$ cat src/rtl/cmt_pkg.sv
package cmt_pkg;
  // rising edge of a level compared against its registered copy
  function automatic logic f_rise(input logic cur, input logic prev);
    return cur & ~prev;
  endfunction

  // commutation event from software strobe and optional trigger edge
  function automatic logic f_com(input logic sw, input logic sel, input logic rise);
    return sw | (sel & rise);
  endfunction

  // should the active word load this cycle
  function automatic logic f_load(input logic staged, input logic com);
    return ~staged | com;
  endfunction
endpackage

$ cat src/rtl/cmt_edge.sv
module cmt_edge
  import cmt_pkg::*;
(
  input  logic clk,
  input  logic rst_n,
  input  logic trg_in,
  output logic trg_rise
);
  logic trg_q;

  always_ff @(posedge clk or negedge rst_n) begin
    if (!rst_n) trg_q <= 1'b0;
    else        trg_q <= trg_in;
  end

  assign trg_rise = f_rise(trg_in, trg_q);

  AST_RISE_ONE_CYCLE: assert property (@(posedge clk) disable iff (!rst_n)
    trg_rise |=> !trg_rise);
endmodule

$ cat src/rtl/cmt_src.sv
module cmt_src
  import cmt_pkg::*;
(
  input  logic clk,
  input  logic rst_n,
  input  logic sw_com,
  input  logic trg_src_sel,
  input  logic trg_rise,
  output logic com_evt
);
  assign com_evt = f_com(sw_com, trg_src_sel, trg_rise);

  AST_TRIG_MASKED: assert property (@(posedge clk) disable iff (!rst_n)
    (!trg_src_sel && !sw_com) |-> !com_evt);
  AST_SW_FIRES: assert property (@(posedge clk) disable iff (!rst_n)
    sw_com |-> com_evt);
endmodule

$ cat src/rtl/cmt_chan.sv
module cmt_chan
  import cmt_pkg::*;
#(
  parameter int CW = 5
) (
  input  logic          clk,
  input  logic          rst_n,
  input  logic          wr_hit,
  input  logic [CW-1:0] wr_data,
  input  logic          stage_en,
  input  logic          com_evt,
  output logic [CW-1:0] act
);
  logic [CW-1:0] shadow_q;
  logic [CW-1:0] shadow_nxt;
  logic          act_load;

  assign shadow_nxt = wr_hit ? wr_data : shadow_q;
  assign act_load   = f_load(stage_en, com_evt);

  always_ff @(posedge clk or negedge rst_n) begin
    if (!rst_n) begin
      shadow_q <= '0;
      act      <= '0;
    end else begin
      shadow_q <= shadow_nxt;
      if (act_load) act <= shadow_nxt;
    end
  end

  AST_STAGED_HOLD: assert property (@(posedge clk) disable iff (!rst_n)
    (stage_en && !com_evt) |=> $stable(act));
  AST_DIRECT_WRITE: assert property (@(posedge clk) disable iff (!rst_n)
    (!stage_en && wr_hit) |=> (act == $past(wr_data)));
  AST_COM_WRITE_WINS: assert property (@(posedge clk) disable iff (!rst_n)
    (stage_en && com_evt && wr_hit) |=> (act == $past(wr_data)));
endmodule

$ cat src/rtl/commut_preload_ctrl.sv
module commut_preload_ctrl #(
  parameter int NCH    = 3,
  parameter int MODE_W = 3,
  parameter int CW     = MODE_W + 2,
  parameter int CHW    = (NCH > 1) ? $clog2(NCH) : 1
) (
  input  logic              clk,
  input  logic              rst_n,
  input  logic              wr_en,
  input  logic [CHW-1:0]    wr_ch,
  input  logic [CW-1:0]     wr_data,
  input  logic              stage_en,
  input  logic              trg_src_sel,
  input  logic              trg_in,
  input  logic              sw_com,
  output logic [NCH*CW-1:0] act_ctrl
);
  logic           trg_rise;
  logic           com_evt;
  logic [NCH-1:0] wr_hit;

  cmt_edge u_edge (
    .clk      (clk),
    .rst_n    (rst_n),
    .trg_in   (trg_in),
    .trg_rise (trg_rise)
  );

  cmt_src u_src (
    .clk         (clk),
    .rst_n       (rst_n),
    .sw_com      (sw_com),
    .trg_src_sel (trg_src_sel),
    .trg_rise    (trg_rise),
    .com_evt     (com_evt)
  );

  for (genvar c = 0; c < NCH; c++) begin : g_ch
    assign wr_hit[c] = wr_en && (wr_ch == CHW'(c));

    cmt_chan #(.CW(CW)) u_chan (
      .clk      (clk),
      .rst_n    (rst_n),
      .wr_hit   (wr_hit[c]),
      .wr_data  (wr_data),
      .stage_en (stage_en),
      .com_evt  (com_evt),
      .act      (act_ctrl[c*CW +: CW])
    );
  end

  AST_WR_ONEHOT: assert property (@(posedge clk) disable iff (!rst_n)
    $onehot0(wr_hit));
  AST_WR_OOR_DROPPED: assert property (@(posedge clk) disable iff (!rst_n)
    (wr_en && (int'(wr_ch) >= NCH)) |-> (wr_hit == '0));
endmodule

$ cat config.mk
export PLATFORM = sky130hd
export DESIGN_NAME = commut_preload_ctrl
export DESIGN_NICKNAME = d
export VERILOG_FILES = /design/src/rtl/cmt_pkg.sv /design/src/rtl/cmt_edge.sv /design/src/rtl/cmt_src.sv /design/src/rtl/cmt_chan.sv /design/src/rtl/commut_preload_ctrl.sv
export SDC_FILE = /design/constraint.sdc
export NUM_CORES = 1
export LEC_CHECK = 0
export BUFFER_PORTS_ARGS = -buffer_cell sky130_fd_sc_hd__buf_2
export CAP_MARGIN = 25
export CORE_ASPECT_RATIO = 1.1
export CORE_MARGIN = 2
export CORE_UTILIZATION = 45
export CTS_CLUSTER_DIAMETER = 40
export DETAILED_ROUTE_END_ITERATION = 10
export PLACE_DENSITY_LB_ADDON = 0.25
export SLEW_MARGIN = 10
export SYNTH_ARGS = -nofsm -noshare
export SYNTH_HDL_FRONTEND = slang
export SYNTH_HIERARCHICAL = 1
export SYNTH_SLANG_ARGS = --single-unit
$ cat constraint.sdc
create_clock -name clk -period 2.6 [get_ports clk]
set_input_delay 0.52 -clock clk [delete_from_list [all_inputs] [get_ports clk]]
set_output_delay 0.52 -clock clk [all_outputs]
set_load 0.005 [all_outputs]
==> results.toml <==
[run_status]
status = "complete, no violations"

[detailed_routing]
route.detailed.drc = 0
vias = 670
routed_via_density = 4.96
drt_iter0_markers = 2
drtPass1Iterations = 2
wl_mm = 1.95
wl_per_cell_um = 14.4
ant_nets = 0

[grt]
grt_pass1_vias = 701
overflow = 0
antenna_found_initial = 0
grt.total_usage = 0.160
grt_pass1_wl_mm = 3.33
grt_max_degree = 32

[worst_setup_path]
endpoint_kind = "flip-flop"
crit_chain = "buf_2 -> nor3b_2 -> mux2_2 -> mux2_2"
critPathTopFamily = "multiplexers"
worstPathBufferInverterCount = 1
cp_slowest_stage_delay_ns = 0.40
crit_top_cell = "mux2_2"
cp.required_ns = 2.80
path_max_fanout = 5
cp.arrival_ns = 1.70
path_class = "input pin to flip-flop"
critical_path.slowest_cell = "nor3b_2"
cp-start-kind = "input pin"

[clock_network]
clockBufferDepth = 2
clkSinkCount = 31
numCtsBuffers = 5
hold_buffers = 0
clk_pin_slew_ns = 0.08
clock_latency_ns = 0.31
cts_tree = "done"
cts.repair.resized = 0
h-tree-depth = 2
cts_root_buffer = "clkbuf_4"
cts_setup_buffers = 0

[logic_synthesis]
synth_ff_type = "dfrtp_1"
synth.cell_area_um2 = 1180
netlist_instances = 69
synth_seq_area_share = 0.655
ys_types = 7
yosys.area.top_type_share = 0.655
synth-edff-count = 0
yosysMostFrequentCell = "dfrtp_1"
synth_seq_cells = 31
yosys-top-cells-area = "dfrtp_1, mux2_2, nand2b_1"
syn_nets = 83
synth.top_cells.by_count = "dfrtp_1, mux2_2, nand2b_1"
synth_top_cell_by_area = "dfrtp_1"
synth-async-reset-ratio = 1.00
synth.avg_cell_area_um2 = 17.2
ys_warn_count = 6

[floorplan]
core_um2 = 2500
pin_count = 29
die_width_um = 52.9
dieArea_um2 = 3060
num_rows = 19
die_h_um = 57.8
start_util = 0.474

[power_and_ir_drop]
combPwrFrac = 0.188
pwr-share-clk = 0.246
p_sw_uw = 259
powerDensity_nw_per_um2 = 763
seqPwrFrac = 0.566
p_int_uw = 824
leakage_uw = 0.000670
p_sw_frac = 0.239
max-vdd-ir-drop_v = 0.000574

[placement]
io_buffers = 28
placed_cells = 128
gp_congestion = 0.663

[cells_and_area]
seqCellArea_um2 = 776
drive_gt1_frac = 0.644
multiInputGateArea_um2 = 408
stdcell_count = 135
fillers = 225
syn_to_final_growth_pct = 19.9
final_nets = 118
n_antenna_cell = 0

[sta]
min_period_ns = 1.50
skew_ns = 0.00349
period_share = 0.576
tns_ns = 0
max_freq_ghz = 0.667
setup_viol = 0
slew_headroom = 0.566
final-hold-violation-count = 0
rsz0062_at_grt = "false"
tightest_slew_ns = 0.651
final_max_slew_viol_count = 0

[hold_path]
holdCritPathClass = "input pin to asynchronous set/reset pin"

[job]
max_cap_violations = 0
-- through the flow --
| stage | hold WS (ns) | power, uW | cell area, um2 | setup slack [ns] | util |
|---|---|---|---|---|---|
| 3_3_place_gp | 0.477 | 819 | 1360 | 0.814 | 0.546 |
| 3_5_place_dp | 0.485 | 835 | 1360 | 0.759 | 0.546 |
| 2_1_floorplan | 0.224 | 732 | 1180 | 1.02 | - |
| 6_report | 0.222 | 1080 | 1420 | 1.10 | 0.568 |
| 5_1_grt | 0.268 | 1160 | 1420 | 1.04 | 0.568 |
| 4_1_cts | 0.235 | 1100 | 1420 | 1.10 | 0.568 |
-- worst paths after layout --
check | startpoint | to | slack, ns | depth (start not counted)
setup / recovery | wr_ch[0] | g_ch[0].u_chan/act[0] | 1.10 | 4
hold / removal | rst_n | g_ch[2].u_chan/act[1] | 0.22 | 1
setup reg to reg | u_edge/trg_q | g_ch[0].u_chan/act[0] | 1.19 | 4
hold reg to reg | g_ch[1].u_chan/shadow_q[4] | g_ch[1].u_chan/shadow_q[4] | 0.50 | 1
max in group asynchronous | rst_n | g_ch[1].u_chan/shadow_q[4] | 1.95 | 1
min in group clk | trg_in | u_edge/trg_q | 0.32 | 1
-- layer usage --
layer	wire length (um)	vias up	global-route usage	share of wire
met5	0	-	0	0
li1	-	319	-	-
met4	36	0	0.0769	0.018
met2	990	23	0.246	0.51
met3	121	4	0.0619	0.062
met1	800	324	0.198	0.41
-- flip-flops by register name, summed over array words and instances (netlist names) --
signal / flops
g_ch.u_chan/shadow_q: 15
u_edge/trg_q: 1
g_ch.u_chan/act: 15
-- power groups by stage --
stage                     registers (uW)  clock network (uW)  logic [uW]
final                                613                 267         203
after floorplan                      624                   0         108
after CTS                            616                 279         210
after global routing                 626                 301         228
after detailed placement             626                   0         209
after global placement               618                   0         202
-- kinds of logic (layout without fill, tap and decap cells) --
kind of cell,Yosys count,after routing,synth area share
simple gates,7,7,0.0529
flops,31,31,0.655
buf+inv,0,35,0
mux,30,30,0.285
compound gates,1,1,0.00634
-- placed cells by master (no fill, tap or decap) --
cell type	synthesis	routed
nor2b_4	1	1
and3b_1	2	2
dfrtp_1	31	31
clkbuf_4	0	5
a21o_1	1	1
nor3b_2	1	1
clkinv_2	0	1
nand2b_1	3	3
buf_2	0	28
clkbuf_8	0	1
mux2_2	30	30
-- area by class of cell --
cell class | instances | share of cell area
multi-input combinational | 38 | 0.287
sequential | 31 | 0.547
clock buffer | 6 | 0.0362
tap | 31 | 0.0273
timing repair buffer | 28 | 0.0988
clock inverter | 1 | 0.00353
Note: power is estimated with default switching activity, not from simulation.
